[src/rtl/msk_tx_pkg.sv]
package msk_tx_pkg;

  typedef enum logic [1:0] {
    SEL_VOICE = 2'b00,
    SEL_MUTE  = 2'b01,
    SEL_MSK   = 2'b10
  } tx_sel_e;

  // round(hz / clk * 2^w)
  function automatic logic [63:0] phase_inc(input longint unsigned hz,
                                            input longint unsigned clk,
                                            input int w);
    return ((hz << w) + clk / 2) / clk;
  endfunction

  // parabolic quarter-wave, sampled at half steps
  function automatic int quarter_val(input int i, input int n, input int amp);
    longint num;
    num = longint'(amp) * longint'(2 * i + 1) * longint'(4 * n - 1 - 2 * i);
    return int'(num / longint'(4 * n * n));
  endfunction

endpackage

[src/rtl/msk_bitclk.sv]
module msk_bitclk #(
  parameter int unsigned CLK_HZ = 3579545,
  parameter int unsigned BIT_HZ = 2400,
  parameter int          ACC_W  = 32
) (
  input  logic clk_i,
  input  logic rst_ni,
  input  logic tde_i,
  input  logic tdata_i,
  output logic tclk_o,
  output logic bit_o
);
  localparam logic [63:0] INC64 = msk_tx_pkg::phase_inc(BIT_HZ, CLK_HZ, ACC_W);
  localparam logic [ACC_W-1:0] INC  = INC64[ACC_W-1:0];
  // parked in high half; first rise 3/4 period after release
  localparam logic [ACC_W-1:0] PARK = {2'b11, {(ACC_W-2){1'b0}}};

  logic [ACC_W-1:0] acc_q, acc_nxt;
  logic             bit_q, stb;

  assign acc_nxt = acc_q + INC;
  assign stb     = !tde_i && !acc_q[ACC_W-1] && acc_nxt[ACC_W-1];

  always_ff @(posedge clk_i or negedge rst_ni) begin
    if (!rst_ni)    acc_q <= PARK;
    else if (tde_i) acc_q <= PARK;
    else            acc_q <= acc_nxt;
  end

  always_ff @(posedge clk_i or negedge rst_ni) begin
    if (!rst_ni)  bit_q <= 1'b1;
    else if (stb) bit_q <= tdata_i;
  end

  assign tclk_o = tde_i | acc_q[ACC_W-1];
  assign bit_o  = bit_q;

  a_r4_capture_on_rise: assert property (@(posedge clk_i) disable iff (!rst_ni)
    (!tde_i && !$past(tde_i) && tclk_o && !$past(tclk_o)) |-> bit_q == $past(tdata_i));

  a_r4_bit_held: assert property (@(posedge clk_i) disable iff (!rst_ni)
    !(tclk_o && !$past(tclk_o)) |-> $stable(bit_q));

endmodule

[src/rtl/msk_tone_gen.sv]
module msk_tone_gen #(
  parameter int unsigned CLK_HZ   = 3579545,
  parameter int unsigned MARK_HZ  = 1200,
  parameter int unsigned SPACE_HZ = 2400,
  parameter int          PH_W     = 32,
  parameter int          TBL_AW   = 6,
  parameter int          SAMPLE_W = 12
) (
  input  logic                clk_i,
  input  logic                rst_ni,
  input  logic                tde_i,
  input  logic                bit_i,
  output logic [SAMPLE_W-1:0] sample_o
);
  localparam int TBL_N = 1 << TBL_AW;
  localparam int AMP   = (1 << (SAMPLE_W - 1)) - 1;
  localparam logic [63:0] MARK64  = msk_tx_pkg::phase_inc(MARK_HZ, CLK_HZ, PH_W);
  localparam logic [63:0] SPACE64 = msk_tx_pkg::phase_inc(SPACE_HZ, CLK_HZ, PH_W);
  localparam logic [PH_W-1:0] INC_MARK  = MARK64[PH_W-1:0];
  localparam logic [PH_W-1:0] INC_SPACE = SPACE64[PH_W-1:0];

  logic [SAMPLE_W-1:0] qtab [TBL_N];

  for (genvar g = 0; g < TBL_N; g++) begin : g_tab
    localparam int QV = msk_tx_pkg::quarter_val(g, TBL_N, AMP);
    assign qtab[g] = SAMPLE_W'(QV);
  end

  logic [PH_W-1:0]     ph_q;
  logic [1:0]          quad;
  logic [TBL_AW-1:0]   idx, addr;
  logic [SAMPLE_W-1:0] mag;

  always_ff @(posedge clk_i or negedge rst_ni) begin
    if (!rst_ni)    ph_q <= '0;
    else if (tde_i) ph_q <= '0;
    else            ph_q <= ph_q + (bit_i ? INC_MARK : INC_SPACE);
  end

  assign quad = ph_q[PH_W-1 -: 2];
  assign idx  = ph_q[PH_W-3 -: TBL_AW];
  assign addr = quad[0] ? ~idx : idx;
  assign mag  = qtab[addr];
  assign sample_o = quad[1] ? (~mag + 1'b1) : mag;

  a_r5_phase_continuous: assert property (@(posedge clk_i) disable iff (!rst_ni)
    (!tde_i && !$past(tde_i)) |->
      ((ph_q - $past(ph_q)) == INC_MARK || (ph_q - $past(ph_q)) == INC_SPACE));

  a_r5_phase_parked: assert property (@(posedge clk_i) disable iff (!rst_ni)
    $past(tde_i) |-> ph_q == '0);

endmodule

[src/rtl/msk_done_timer.sv]
module msk_done_timer #(
  parameter int unsigned CLK_HZ  = 3579545,
  parameter int unsigned TAIL_US = 2000
) (
  input  logic clk_i,
  input  logic rst_ni,
  input  logic tde_i,
  output logic done_o
);
  localparam longint unsigned TAIL_CYC =
    (longint'(CLK_HZ) * longint'(TAIL_US) + 64'd999999) / 64'd1000000;
  localparam int CNT_W = $clog2(TAIL_CYC + 1);
  localparam logic [CNT_W-1:0] LIMIT = CNT_W'(TAIL_CYC);

  logic [CNT_W-1:0] cnt_q;

  always_ff @(posedge clk_i or negedge rst_ni) begin
    if (!rst_ni)             cnt_q <= '0;
    else if (!tde_i)         cnt_q <= '0;
    else if (cnt_q != LIMIT) cnt_q <= cnt_q + 1'b1;
  end

  assign done_o = (cnt_q == LIMIT);

  a_r9_done_clears: assert property (@(posedge clk_i) disable iff (!rst_ni)
    !tde_i |=> !done_o);

  a_r8_done_holds: assert property (@(posedge clk_i) disable iff (!rst_ni)
    (done_o && tde_i) |=> done_o);

endmodule

[src/rtl/msk_tx_seq.sv]
module msk_tx_seq #(
  parameter int unsigned CLK_HZ   = 3579545,
  parameter int unsigned BIT_HZ   = 2400,
  parameter int unsigned MARK_HZ  = 1200,
  parameter int unsigned SPACE_HZ = 2400,
  parameter int unsigned TAIL_US  = 2000,
  parameter int          ACC_W    = 32,
  parameter int          TBL_AW   = 6,
  parameter int          SAMPLE_W = 12
) (
  input  logic                       clk_i,
  input  logic                       rst_ni,
  input  logic                       tde_i,
  input  logic                       txafsw_i,
  input  logic                       tdata_i,
  output logic                       tclk_o,
  output logic signed [SAMPLE_W-1:0] msk_sample_o,
  output logic [1:0]                 tx_sel_o,
  output logic                       tx_done_o
);
  import msk_tx_pkg::*;

  logic                cur_bit;
  logic [SAMPLE_W-1:0] tone;
  tx_sel_e             sel;

  msk_bitclk #(.CLK_HZ(CLK_HZ), .BIT_HZ(BIT_HZ), .ACC_W(ACC_W)) u_bitclk (
    .clk_i(clk_i), .rst_ni(rst_ni), .tde_i(tde_i), .tdata_i(tdata_i),
    .tclk_o(tclk_o), .bit_o(cur_bit)
  );

  msk_tone_gen #(
    .CLK_HZ(CLK_HZ), .MARK_HZ(MARK_HZ), .SPACE_HZ(SPACE_HZ),
    .PH_W(ACC_W), .TBL_AW(TBL_AW), .SAMPLE_W(SAMPLE_W)
  ) u_tone (
    .clk_i(clk_i), .rst_ni(rst_ni), .tde_i(tde_i), .bit_i(cur_bit),
    .sample_o(tone)
  );

  msk_done_timer #(.CLK_HZ(CLK_HZ), .TAIL_US(TAIL_US)) u_done (
    .clk_i(clk_i), .rst_ni(rst_ni), .tde_i(tde_i), .done_o(tx_done_o)
  );

  always_comb begin
    case ({txafsw_i, tde_i})
      2'b01:   sel = SEL_VOICE;
      2'b10:   sel = SEL_MSK;
      default: sel = SEL_MUTE;
    endcase
  end

  assign tx_sel_o     = sel;
  assign msk_sample_o = (sel == SEL_MSK) ? $signed(tone) : '0;

  a_r1_tclk_parked: assert property (@(posedge clk_i) disable iff (!rst_ni)
    ($past(tde_i) && tde_i) |-> tclk_o);

  a_r7_sample_nonzero_msk: assert property (@(posedge clk_i) disable iff (!rst_ni)
    (tx_sel_o == SEL_MSK) |-> msk_sample_o != '0);

endmodule

[config.mk]
export PLATFORM = sky130hd
export DESIGN_NAME = msk_tx_seq
export DESIGN_NICKNAME = d
export VERILOG_FILES = /design/src/rtl/msk_tx_pkg.sv /design/src/rtl/msk_bitclk.sv /design/src/rtl/msk_tone_gen.sv /design/src/rtl/msk_done_timer.sv /design/src/rtl/msk_tx_seq.sv
export SDC_FILE = /design/constraint.sdc
export NUM_CORES = 1
export LEC_CHECK = 0
export ABC_AREA = 1
export CAP_MARGIN = 40
export CORE_MARGIN = 10
export CORE_UTILIZATION = 40
export DETAILED_ROUTE_END_ITERATION = 12
export PLACE_DENSITY_LB_ADDON = 0.12
export SYNTH_ARGS = -nofsm -noshare
export SYNTH_HDL_FRONTEND = slang
export SYNTH_HIERARCHICAL = 1
export SYNTH_SLANG_ARGS = --single-unit
[constraint.sdc]
create_clock -name clk_i -period 5.95 [get_ports clk_i]
set_input_delay 0.8925 -clock clk_i [delete_from_list [all_inputs] [get_ports clk_i]]
set_output_delay 0.8925 -clock clk_i [all_outputs]
set_load 0.02 [all_outputs]
==> impl_metrics.ini, run 1 <==
[floorplan]
dieArea_sq_um = 22550
die_y_microns = 150.2
coreArea_sq_um = 16580
initial_core_util_pct = 40.86
rows = 47
ioPinCount = 21
die_x_microns = 150.2

[worst_setup_path]
crit_family = simple AND/OR/NAND/NOR gates
cpMostUsedCell = nand2_1
path_buf_inv = 4
path_class = flip-flop to primary output
critPathLaunchType = flip-flop
cp_data_required_time_ps = 5060
worstPathCellList = inv_6 > nand2_1 > nand2_1 > ha_1 > nor2_1 > nand2_1 > nand3_1 > nand2_1 > nand2_1 > ha_1 > nand3_2 > o21bai_2 > nand2_1 > nand2_1 > nand2_1 > inv_1 > nand2_1 > inv_1 > clkdlybuf4s50_1
worstSetupEndpointType = primary output
critPathMaxFanout = 11
slowest_stage = dfrtp_1
cpPeakStageDelay_ps = 690
crit_arrival_ps = 3780

[hold_path]
hold_class = flip-flop to flip-flop

[placed_design]
hpwlAfterDp_mm = 12.90
numPortBuffers = 20
gp_congestion = 0.8787
pre_cts_ws_ps = 1625

[sta]
period_share_pct = 78.50
worstMarginPinSlew_ps = 784.8
tns_ps = 0
slew_headroom_pct = 47.62
setup_viol = 0
rsz0062_at_grt = no
clock-skew-final_ps = 6.750
setup_ws_ps = 1279
fin_crit_ps = 4671
finalHoldViolations = 0
maxSlewViolCount = 0
max_freq_ghz = 0.2141

[clocking]
worstSkewPairLatency_ps = 340
clockRootBuffer = clkbuf_16
path_clk_slew_ps = 60
htreeDepth = 3
cts_sinks = 77
cts_max_path_buffers = 2
post_cts_resized = 0
ctsHoldBuffers = 0
cts_setup_buffers = 0
cts_tree = done
cts_buffers = 9

[global_routing]
busiest_layer = met2
use_met3_pct = 2.941
grtUsageMet2_pct = 26.20
globalRouteTotalUtil_pct = 15.74
grt_pass1_wl_mm = 29.66
grt.overflow.total = 0
use_met1_pct = 20.85
grt_max_degree = 51
grt_pass1_vias = 6143
antenna_found_initial = 0

[pwr]
p_sw_share_pct = 32.54
p_int_mw = 1.168
power.switching_uw = 563.4
seq_power_share_pct = 36.5
power_density_nw_per_um2 = 231.1
power_leakage_nw = 3.797
peakVddDrop_uv = 202.4
combPwrFrac_pct = 24.2
clkPwrFrac_pct = 39.3

[final_layout]
diodes = 0
final_cell_mix = 315 x nand2_1, 151 x nor2_1, 144 x inv_1
drive_gt1_share_pct = 6.027
final_util_pct = 45.18
syn2layout_area_growth_pct = 10.56
fillerInstances = 1827
multiInputGateArea_sq_um = 4116
regArea_sq_um = 1931
nets = 1128
final_common_cell = nand2_1

[drt]
antenna_left = 0
wire_per_inst_microns = 12.95
wl_mm = 17.02
drc = 0
avgViaCountPerCell = 4.979
vias = 6548
first_pass_iters = 4
drtIter0Drc = 443

[synthesis]
synth_xor_area_share_pct = 2.677
synthesis.nets = 1118
yosys.area_share.simple_pct = 41.27
synth_compound_area_share_pct = 10.60
synth_top_family_by_area = simple AND/OR/NAND/NOR gates
synth_cells = 1080
ys_seq_area_share_pct = 28.49
syn_avg_cell_area_sq_um = 6.275
ys_types = 52
synthMuxAreaShare_pct = 0
ys_ff_latch = 77
synth_fa_ha_area_share_pct = 6.204
yosysWarnings = 6
syn-cell-area_sq_um = 6776

[outcome]
status = complete, no violations

[job]
maxCapViolCount = 0
## state kept, by name, summed over array words and instances (netlist names)
register,cells
u_bitclk/bit_o,1
u_tone/ph_q,32
u_done/cnt_q,13
u_bitclk/acc_q,31
## metrics by stage
step	cells	total power [mW]	cell area, sq um	hold slack [ps]
after floorplan	1080	0.9476	6777	432.6
after global placement	1298	1.056	7099	455.9
after detailed placement	1299	1.060	7127	455.4
after CTS	1315	1.755	7492	464.4
after global routing	1315	1.853	7492	486.6
final	1315	1.731	7492	461.2
## metal layers
layer | wire, microns | vias to the layer above
met5 | 0 | -
met4 | 160 | 0
met3 | 492 | 14
met2 | 8105 | 78
met1 | 8266 | 2992
li1 | - | 3464
## final timing paths
path | cells past startpoint | endpoint | slack (ps) | start
max | 19 | msk_sample_o[8] | 1280 | u_tone/ph_q[30]
max reg2reg | 13 | u_tone/ph_q[18] | 3000 | u_bitclk/bit_o
min reg2reg | 1 | u_bitclk/acc_q[1] | 460 | u_bitclk/acc_q[1]
max in group asynchronous | 2 | u_bitclk/acc_q[30] | 4840 | rst_ni
min in group asynchronous | 1 | u_bitclk/acc_q[27] | 470 | rst_ni
min | 1 | u_bitclk/acc_q[1] | 460 | u_bitclk/acc_q[1]
## logic make-up (layout without fill, tap and decap cells)
kind of cell | Yosys count | after routing
buf+inv | 174 | 189
flops | 77 | 77
simple gates | 644 | 644
fa+ha+maj | 33 | 33
xor+xnor | 19 | 19
compound gates | 133 | 133
## area by class of cell
class,instances,area share [%]
multi-input cells,829,54.94
flip-flops and latches,77,25.77
inverters,151,7.632
well taps,220,3.674
repair buffers,22,3.106
clock buffers,10,3.056
clock inverters,6,1.820
## power by group through the flow
stage               logic, mW  clock network [mW]  registers, mW
detailed placement      0.419                   0          0.641
finish                  0.419               0.680          0.632
global route            0.487               0.723          0.642
global placement        0.415                   0          0.641
floorplan               0.325                   0          0.622
CTS                     0.422               0.701          0.632
## worst reg2reg max path, stage by stage, from the launching register on
cell and delay (ps):
dfstp_2 660, inv_1 240, fa_1 510, nand2_1 90
nand2_1 90, nand3_1 80, nand2_1 110, a21oi_1 240
o21ai_0 230, nor2_1 270, o21ai_0 150, nand2_1 80
nand2_1 40, nor2_1 100
## cells in the mapped netlist (all sizes together)
cell,instances,area (sq um)
a211oi,1,7.510
a21boi,1,7.510
a21o,1,7.510
a21oi,72,364.1
a221oi,1,8.760
a31oi,2,12.51
and2,1,6.260
buf,16,121.4
clkbuf,7,36.28
clkinv,1,3.750
dfrtp,74,1852
dfstp,3,78.83
fa,1,20.02
ha,32,400.4
inv,150,568.1
nand2,331,1292
nand3,103,535.5
nand3b,5,37.54
nand4,15,100.1
nor2,163,685.6
nor3,19,95.09
nor4,4,25.02
o211ai,3,22.52
o21a,1,7.510
o21ai,43,219.0
o21bai,5,41.29
o22ai,2,12.51
o31ai,1,7.510
or2,3,18.78
xnor2,7,68.82
xor2,12,112.6
No activity file was read; power rests on OpenSTA's default activity.
==> inputs of run 2 (changes only) <==
Clock period 5.95 ns to 4.6 ns, I/O delays scaled along.
==> run 2 against run 1 <==
Global-route usage decreased by 0.16 points; clock-buffer cell count unchanged; largest cell class unchanged; clock power grew 5.9%; critical path type unchanged; wire length shrank 1.2%.
==> impl_metrics.ini, run 2 (synthesis results as in run 1) <==
[placed_design]
numPortBuffers = 20
gp_congestion = 0.8911
hpwlAfterDp_mm = 12.86

[clocking]
cts_tree = done
path_clk_slew_ps = 60
cts_buffers = 9
clockRootBuffer = clkbuf_16
cts_max_path_buffers = 2
cts_sinks = 77
worstSkewPairLatency_ps = 340
htreeDepth = 3
ctsHoldBuffers = 0

[final_layout]
final_util_pct = 45.09
final_common_cell = nand2_1
max_flop_register = u_tone/ph_q
diodes = 0
syn2layout_area_growth_pct = 10.34
drive_gt1_share_pct = 6.721
nets = 1134
fillerInstances = 1816
regArea_sq_um = 1932
multiInputGateArea_sq_um = 4119
final_cell_mix = 314 x nand2_1, 151 x nor2_1, 144 x inv_1
largest_reg_flops = 32
largestRegisters = u_tone/ph_q: 32 flops, u_bitclk/acc_q: 31 flops, u_done/cnt_q: 13 flops

[worst_setup_path]
worstSetupEndpointType = primary output
cp_data_required_time_ps = 3910
worstPathCellList = inv_6 > nand2_1 > nand2_1 > inv_1 > ha_1 > nor2_1 > nand2_1 > nand3_1 > nand2_1 > nand2_1 > ha_1 > nand3_2 > o21bai_2 > nand2_1 > nand2_1 > nand2_1 > inv_1 > nand2_1 > inv_1 > clkdlybuf4s50_1
crit_family = simple AND/OR/NAND/NOR gates
slowest_stage = clkdlybuf4s50_1
cpPeakStageDelay_ps = 590
path_class = flip-flop to primary output
cpMostUsedCell = nand2_1
critPathMaxFanout = 9
path_buf_inv = 5
critPathLaunchType = flip-flop
crit_arrival_ps = 3510

[sta]
max_freq_ghz = 0.2380
period_share_pct = 91.35
worstMarginPinSlew_ps = 765.1
clock-skew-final_ps = 5.293
rsz0062_at_grt = no
slew_headroom_pct = 48.94
setup_viol = 0
finalHoldViolations = 0
maxSlewViolCount = 0
fin_crit_ps = 4202
tns_ps = 0

[drt]
drtIter0Drc = 477
wire_per_inst_microns = 12.74
vias = 6531
drc = 0
antenna_left = 0
avgViaCountPerCell = 4.944
wl_mm = 16.83
first_pass_iters = 7

[floorplan]
die_x_microns = 150.2
dieArea_sq_um = 22550
die_y_microns = 150.2
coreArea_sq_um = 16580
ioPinCount = 21
rows = 47
initial_core_util_pct = 40.86

[global_routing]
grt.overflow.total = 0
grt_pass1_wl_mm = 29.50
antenna_found_initial = 0
grt_pass1_vias = 6122
grt_max_degree = 51
globalRouteTotalUtil_pct = 15.58

[outcome]
status = complete, no violations

[pwr]
power_density_nw_per_um2 = 277.9
peakVddDrop_uv = 219.5
power_leakage_nw = 3.790
power.total_mw = 2.078

[hold_path]
hold_class = input port to async pin

[job]
maxCapViolCount = 0
## run 2: area by class of cell
cell class / instances / share of cell area (%)
Multi-Input combinational cell: 829 / 55.09
Clock inverter: 6 / 0.9705
Tap cell: 220 / 3.681
Sequential cell: 77 / 25.84
Timing Repair Buffer: 28 / 3.715
Clock buffer: 10 / 3.062
Inverter: 151 / 7.647
## run 2: power by group
part	internal, mW	switching (mW)
Sequential	0.747	0.0727
Clock	0.425	0.295
Combinational	0.178	0.361
## run 2: path summary, 6_finish.rpt
path                                       to  cells past startpoint         startpoint  slack, ps
max in group asynchronous  u_bitclk/acc_q[30]                      2             rst_ni       3700
max                           msk_sample_o[8]                     20    u_tone/ph_q[30]        400
min                        u_bitclk/acc_q[27]                      1             rst_ni        280
max reg2reg                   u_tone/ph_q[20]                     13     u_bitclk/bit_o       1680
min reg2reg                 u_bitclk/acc_q[1]                      1  u_bitclk/acc_q[1]        460
min in group clk_i          u_bitclk/acc_q[1]                      1  u_bitclk/acc_q[1]        460
## run 2: through the flow
step / std cells / hold slack (ps) / worst slack (ps) / instance area [sq um]
2_1_floorplan: 1080 / 394.4 / 1518 / 6777
3_3_place_gp: 1301 / 455.8 / 567.2 / 7122
3_5_place_dp: 1302 / 455.6 / 485.5 / 7149
4_1_cts: 1318 / 277.9 / 107.0 / 7451
5_1_grt: 1321 / 289.9 / 30.84 / 7477
6_report: 1321 / 275.0 / 397.7 / 7477
## run 2: repair_timing
action | CTS | global route
buffers inserted | 0 | 3
endpoints found under the hold margin | 0 | 0
resized for setup | 0 | 2
setup endpoints to repair | 0 | 8
## run 2: worst reg2reg max path, delay by kind of cell, from the launching register on
kind | cells | cell delay [ps]
AND/OR/NAND/NOR | 8 | 850
flip-flops | 1 | 660
AO/OA/AOI/OAI | 3 | 610
adder cells (fa/ha/maj) | 1 | 500
buffers and inverters | 1 | 230
## run 2: layer usage
metal | vias up | global-route usage [%] | share of wire, %
met5 | - | 0 | 0
met2 | 95 | 25.44 | 47
met4 | 0 | 3.499 | 1.2
met3 | 17 | 2.491 | 3.0
met1 | 2942 | 21.17 | 49
li1 | 3477 | - | -
